**config.mk**
```make
export PLATFORM = sky130hd
export DESIGN_NAME = subword_adapter
export DESIGN_NICKNAME = d
export VERILOG_FILES = /design/src/rtl/subword_pkg.sv /design/src/rtl/subword_decode.sv /design/src/rtl/subword_lanes.sv /design/src/rtl/subword_adapter.sv
export SDC_FILE = /design/constraint.sdc
export NUM_CORES = 1
export LEC_CHECK = 0
export BUFFER_PORTS_ARGS = -buffer_cell sky130_fd_sc_hd__buf_2
export CAP_MARGIN = 30
export CORE_MARGIN = 2
export CORE_UTILIZATION = 50
export CTS_CLUSTER_SIZE = 30
export DETAILED_ROUTE_END_ITERATION = 8
export PLACE_DENSITY = 0.78
export SYNTH_ARGS = -nofsm -noshare
export SYNTH_HDL_FRONTEND = slang
export SYNTH_HIERARCHICAL = 1
export SYNTH_SLANG_ARGS = --single-unit
```
**constraint.sdc**
```tcl
create_clock -name clk -period 3.4 [get_ports clk]
set_input_delay 0 -clock clk [delete_from_list [all_inputs] [get_ports clk]]
set_output_delay 0 -clock clk [all_outputs]
set_load 0.005 [all_outputs]
```
**src/rtl/subword_pkg.sv**
```systemverilog
package subword_pkg;

    typedef enum logic [1:0] {
        SEQ_IDLE  = 2'd0,
        SEQ_FETCH = 2'd1,
        SEQ_STORE = 2'd2
    } seq_e;

    typedef enum logic [1:0] {
        DST_NONE = 2'd0,
        DST_CORE = 2'd1,
        DST_DMA  = 2'd2,
        DST_CTRL = 2'd3
    } dst_e;

endpackage

```
**src/rtl/subword_decode.sv**
```systemverilog
module subword_decode
    import subword_pkg::*;
#(
    parameter int ADDR_W      = 7,
    parameter int IDX_W       = 4,
    parameter int WORD_BYTES  = 4,
    parameter int CORE_LIMIT  = 'h40,
    parameter int DMA_LIMIT   = 'h60,
    parameter int CTRL_OFFSET = 'h70
) (
    input  logic [ADDR_W-1:0] byte_addr,
    output dst_e              dst,
    output logic [IDX_W-1:0]  idx
);
    localparam int LANE_W = $clog2(WORD_BYTES);

    logic [ADDR_W-1:0] word_addr;
    logic [ADDR_W-1:0] rel_addr;

    always_comb begin
        word_addr = {byte_addr[ADDR_W-1:LANE_W], {LANE_W{1'b0}}};
        rel_addr  = '0;
        dst       = DST_NONE;
        if (int'(word_addr) < CORE_LIMIT) begin
            dst      = DST_CORE;
            rel_addr = word_addr;
        end else if (int'(word_addr) < DMA_LIMIT) begin
            dst      = DST_DMA;
            rel_addr = word_addr - ADDR_W'(CORE_LIMIT);
        end else if (int'(word_addr) == CTRL_OFFSET) begin
            dst      = DST_CTRL;
        end
        idx = IDX_W'(rel_addr >> LANE_W);
    end

endmodule

```
**src/rtl/subword_lanes.sv**
```systemverilog
module subword_lanes #(
    parameter int DATA_W = 32,
    parameter int LANE_W = 2,
    parameter int SIZE_W = 3
) (
    input  logic [DATA_W-1:0] cur_word,
    input  logic [DATA_W-1:0] new_data,
    input  logic [LANE_W-1:0] lane_off,
    input  logic [SIZE_W-1:0] nbytes,
    output logic [DATA_W-1:0] merged,
    output logic [DATA_W-1:0] extracted
);
    localparam int NBYTE = DATA_W / 8;

    logic [DATA_W-1:0] placed;
    logic [DATA_W-1:0] lowered;

    assign placed  = new_data << (8 * lane_off);
    assign lowered = cur_word >> (8 * lane_off);

    for (genvar b = 0; b < NBYTE; b++) begin : g_lane
        logic hit;
        assign hit = (b >= int'(lane_off)) && (b < int'(lane_off) + int'(nbytes));
        assign merged[8*b +: 8]    = hit ? placed[8*b +: 8] : cur_word[8*b +: 8];
        assign extracted[8*b +: 8] = (b < int'(nbytes)) ? lowered[8*b +: 8] : 8'h00;
    end

endmodule

```
**src/rtl/subword_adapter.sv**
```systemverilog
module subword_adapter
    import subword_pkg::*;
#(
    parameter int ADDR_W      = 7,
    parameter int DATA_W      = 32,
    parameter int IDX_W       = 4,
    parameter int CORE_LIMIT  = 'h40,
    parameter int DMA_LIMIT   = 'h60,
    parameter int CTRL_OFFSET = 'h70
) (
    input  logic              clk,
    input  logic              rst_n,
    input  logic              req_valid,
    input  logic              req_write,
    input  logic [ADDR_W-1:0] req_addr,
    input  logic [2:0]        req_size,
    input  logic [DATA_W-1:0] req_wdata,
    output logic              busy,
    output logic              rsp_valid,
    output logic              rsp_err,
    output logic [DATA_W-1:0] rsp_rdata,
    output logic              core_rd,
    output logic              core_wr,
    output logic              dma_rd,
    output logic              dma_wr,
    output logic [IDX_W-1:0]  tgt_idx,
    output logic [DATA_W-1:0] tgt_wdata,
    input  logic [DATA_W-1:0] core_rdata,
    input  logic [DATA_W-1:0] dma_rdata
);
    localparam int WORD_BYTES = DATA_W / 8;
    localparam int LANE_W     = $clog2(WORD_BYTES);

    typedef struct packed {
        seq_e              seq;
        logic              write;
        logic [ADDR_W-1:0] addr;
        logic [2:0]        size;
        logic [DATA_W-1:0] data;
        logic [DATA_W-1:0] ctrl;
        logic              rvalid;
        logic              rerr;
        logic [DATA_W-1:0] rdata;
    } regs_t;

    localparam regs_t REGS_RESET = '{
        seq: SEQ_IDLE, write: 1'b0, addr: '0, size: '0, data: '0,
        ctrl: '0, rvalid: 1'b0, rerr: 1'b0, rdata: '0
    };

    regs_t r_q, r_d;

    dst_e              dst;
    logic [DATA_W-1:0] cur_word;
    logic [DATA_W-1:0] merged;
    logic [DATA_W-1:0] extracted;
    logic [LANE_W-1:0] req_off;
    logic              size_ok;
    logic              fits;
    logic              whole;

    subword_decode #(
        .ADDR_W(ADDR_W), .IDX_W(IDX_W), .WORD_BYTES(WORD_BYTES),
        .CORE_LIMIT(CORE_LIMIT), .DMA_LIMIT(DMA_LIMIT), .CTRL_OFFSET(CTRL_OFFSET)
    ) decode_i (
        .byte_addr(r_q.addr),
        .dst      (dst),
        .idx      (tgt_idx)
    );

    subword_lanes #(
        .DATA_W(DATA_W), .LANE_W(LANE_W), .SIZE_W(3)
    ) lanes_i (
        .cur_word (cur_word),
        .new_data (r_q.data),
        .lane_off (r_q.addr[LANE_W-1:0]),
        .nbytes   (r_q.size),
        .merged   (merged),
        .extracted(extracted)
    );

    always_comb begin
        unique case (dst)
            DST_CORE: cur_word = core_rdata;
            DST_DMA:  cur_word = dma_rdata;
            DST_CTRL: cur_word = r_q.ctrl;
            default:  cur_word = '0;
        endcase
    end

    assign req_off = req_addr[LANE_W-1:0];
    assign size_ok = (req_size == 3'd1) || (req_size == 3'd2) ||
                     (int'(req_size) == WORD_BYTES);
    assign fits    = (int'(req_off) + int'(req_size)) <= WORD_BYTES;
    assign whole   = (int'(req_size) == WORD_BYTES) && (req_off == '0);

    always_comb begin
        r_d        = r_q;
        r_d.rvalid = 1'b0;
        r_d.rerr   = 1'b0;
        r_d.rdata  = '0;
        unique case (r_q.seq)
            SEQ_IDLE: begin
                if (req_valid) begin
                    r_d.write = req_write;
                    r_d.addr  = req_addr;
                    r_d.size  = req_size;
                    r_d.data  = req_wdata;
                    if (!size_ok || !fits) begin
                        r_d.rvalid = 1'b1;
                        r_d.rerr   = 1'b1;
                    end else if (req_write && whole) begin
                        r_d.seq = SEQ_STORE;
                    end else begin
                        r_d.seq = SEQ_FETCH;
                    end
                end
            end
            SEQ_FETCH: begin
                if (r_q.write) begin
                    r_d.data = merged;
                    r_d.seq  = SEQ_STORE;
                end else begin
                    r_d.rdata  = extracted;
                    r_d.rvalid = 1'b1;
                    r_d.seq    = SEQ_IDLE;
                end
            end
            SEQ_STORE: begin
                if (dst == DST_CTRL) begin
                    r_d.ctrl = r_q.data;
                end
                r_d.rvalid = 1'b1;
                r_d.seq    = SEQ_IDLE;
            end
            default: r_d.seq = SEQ_IDLE;
        endcase
    end

    always_ff @(posedge clk or negedge rst_n) begin
        if (!rst_n) begin
            r_q <= REGS_RESET;
        end else begin
            r_q <= r_d;
        end
    end

    assign busy      = (r_q.seq != SEQ_IDLE);
    assign rsp_valid = r_q.rvalid;
    assign rsp_err   = r_q.rerr;
    assign rsp_rdata = r_q.rdata;
    assign core_rd   = (r_q.seq == SEQ_FETCH) && (dst == DST_CORE);
    assign dma_rd    = (r_q.seq == SEQ_FETCH) && (dst == DST_DMA);
    assign core_wr   = (r_q.seq == SEQ_STORE) && (dst == DST_CORE);
    assign dma_wr    = (r_q.seq == SEQ_STORE) && (dst == DST_DMA);
    assign tgt_wdata = r_q.data;

endmodule


```
==> results.yml <==
outcome:
  outcome: "finished clean"
global_routing:
  grt_overflow_total: 0
  antenna_found_initial: 0
  gr-usage-all-layers_pct: 26.3
  grt_max_degree: 69
  grt_pass1_vias: 5941
  grt_first_pass_wirelength_um: 32500
logic_synthesis:
  synth_cell_types: 49
  syn_area_um2: 7330
  synth_top_flop_cell: "dfrtp_1"
  synth_seq_cells: 111
  yosysWarnings: 6
  synth.largest_area_cell: "dfrtp_1"
  yosys-top-cells-area: "dfrtp_1 38%, mux2_2 13%, buf_4 7.7%"
  synth_top_area_share_pct: 37.9
  seq_area_frac_synth_pct: 37.9
  avgSynthCellArea_um2: 9.84
  synth_cells: 745
  async_flop_share_pct: 100
  synth_edf_count: 0
  synth_fp_nets: 861
power:
  p_switching_w: 0.00151
  p_seq_share_pct: 37.5
  p_leak_nw: 4.26
  comb_power_share_pct: 35.8
  switching_share_pct: 34.3
  pwr-share-clk_pct: 26.7
  intPower_w: 0.00289
  peakVddDrop_v: 0.000364
  power_density_nw_per_um2: 528
sta:
  rsz0062_at_grt: "no"
  holdWs_ns: 0.0222
  fin_skew_ns: 0.00799
  post-route-min-period_ns: 2.96
  fmax_mhz: 337
  tns_ns: 0
  fin_crit_sh_pct: 87.2
  slew_viol_final: 0
  tightestPinTransition_ns: 0.879
  slew_headroom_pct: 41.3
  hold_viol: 0
  finalSetupViolations: 0
floorplan:
  die_h_um: 125
  ios: 185
  rows: 44
  dieArea_um2: 15600
  start_util_pct: 50.8
  core_um2: 14400
  die_w_um: 125
clocking:
  path_clk_slew_ns: 0.07
  clock-sinks: 111
  cts-root-buf: "clkbuf_16"
  htreeDepth: 3
  tritoncts: "yes"
  clock_path_buffers: 2
  post-cts-setup-buffers: 0
  numCtsBuffers: 9
  clkLatencyLatePin_ns: 0.35
cells_and_area:
  drive_gt1_share_pct: 38.1
  area_growth_pct: 13.7
  seq_area_um2: 2780
  fin_nets: 965
  postLayoutCellArea_um2: 8330
  final_cell_mix: "183 x buf_2, 109 x dfrtp_1, 83 x mux2_2"
  layout_commonest_cell: "buf_2"
  multi_input_area_um2: 3770
  diodes: 0
  fill_cells: 1285
setup_path:
  critPathCaptureType: "register"
  start_kind: "register"
  worst-endpoint-required_ns: 3.65
  ff2ff_path_depth: 10
  cp_max_fo: 26
  path_class: "reg2reg"
  worst_ep_arrival_time_ns: 3.21
hold_path:
  hold_path_class: "in2reg"
  min_path_cells: 4
detailed_routing:
  first_pass_iters: 4
  wl_per_cell_um: 20.0
  route.vias.total: 5986
  vias_per_cell: 5.77
  drtIter0Drc: 494
  totalWireLength_um: 20800
  drcViolationCount: 0
  postRouteAntennaNets: 0
place:
  post_dp_cell_area_um2: 7890
  portBuffers: 184
  gp_congestion: 0.896
  dp_hpwl_um: 14900
run:
  cap_violations: 0
==> power groups by stage <==
stage	sequential (W)	combinational [W]	clock, W
6_report	0.00165	0.00158	0.00118
5_1_grt	0.00167	0.00170	0.00124
4_1_cts	0.00164	0.00156	0.00118
3_5_place_dp	0.00167	0.00154	0
3_3_place_gp	0.00167	0.00150	0
2_1_floorplan	0.00160	0.00120	0
==> critical path, stage by stage, from the launching register on <==
cell and delay [ns]:
dfrtp_1 0.39, or3b_1 0.46, o21ai_4 0.38, buf_12 0.25
mux2_2 0.35, a22o_1 0.32, mux2i_1 0.24, nor2_1 0.06
a21oi_1 0.18, nor2_1 0.06, and2_1 0.16
==> synthesized netlist by cell type (2+ instances only) <==
master and instances:
buf_6 3, a211oi_1 24, fa_1 2, nor2_1 41, mux2_1 8, clkbuf_1 12, clkbuf_2 3, mux2_4 8
nor3_1 2, dfrtp_1 111, mux2i_1 32, ha_1 4, inv_1 8, a22o_1 32, and3b_1 2, a21oi_1 56
nand2_1 45, buf_2 24, o21ai_1 29, mux2_2 83, a21oi_2 3, nor2_2 2, and3_1 32, and2_1 43
nand2b_4 2, nor2b_1 20, o21ai_0 13, nand2b_1 5, buf_4 75, a21o_1 2
==> worst paths after layout <==
path,slack (ns),from,end
max,0.44,r_q[104],rsp_rdata[12]
min,0.02,req_wdata[0],tgt_wdata[0]
max reg2reg,0.44,r_q[104],rsp_rdata[12]
min reg2reg,0.51,r_q[57],r_q[57]
max in group asynchronous,2.33,rst_n,r_q[52]
min in group asynchronous,0.18,rst_n,r_q[36]
==> layer usage <==
layer / GRT usage, % / part of all wire (%) / vias up
li1: - / - / 2771
met1: 35.4 / 43 / 2877
met2: 42.0 / 46 / 282
met3: 3.81 / 6.6 / 56
met4: 12.8 / 3.9 / 0
met5: 0 / 0 / -
==> layout make-up <==
type,instances,area share [%]
clock buffers,13,3.12
clock inverters,3,0.781
inverters,8,0.360
multi-input cells,508,45.2
flip-flops and latches,111,33.4
well taps,184,2.76
repair buffers,211,14.4
==> through the flow <==
stage | utilization, % | setup slack (ns) | std cells | power (W)
final | 57.8 | 0.436 | 1038 | 0.00440
after global routing | 57.8 | 0.296 | 1038 | 0.00460
after CTS | 57.8 | 0.480 | 1038 | 0.00439
after detailed placement | 54.7 | 0.496 | 1010 | 0.00321
after global placement | 54.4 | 0.531 | 1008 | 0.00317
after floorplan | - | 0.715 | 745 | 0.00280
==> flip-flops by register name, summed over array words and instances, names as in the netlist <==
signal,count
rsp_valid,1
tgt_wdata,32
rsp_rdata,32
rsp_err,1
r_q,45
==> repair_timing <==
item / 4_1_cts / 5_1_grt
resized for setup: 0 / 0
hold buffers: 12 / 0
endpoints found under the hold margin: 52 / 0
==> kinds of logic after synthesis <==
family	Yosys count	share of synthesized area [%]
mux	131	20.0
simple gates	202	14.8
flops	111	37.9
fa+ha+maj	6	1.23
buf+inv	126	11.1
xor+xnor	1	0.120
compound gates	168	14.9
No activity file was read; power rests on OpenSTA's default activity.
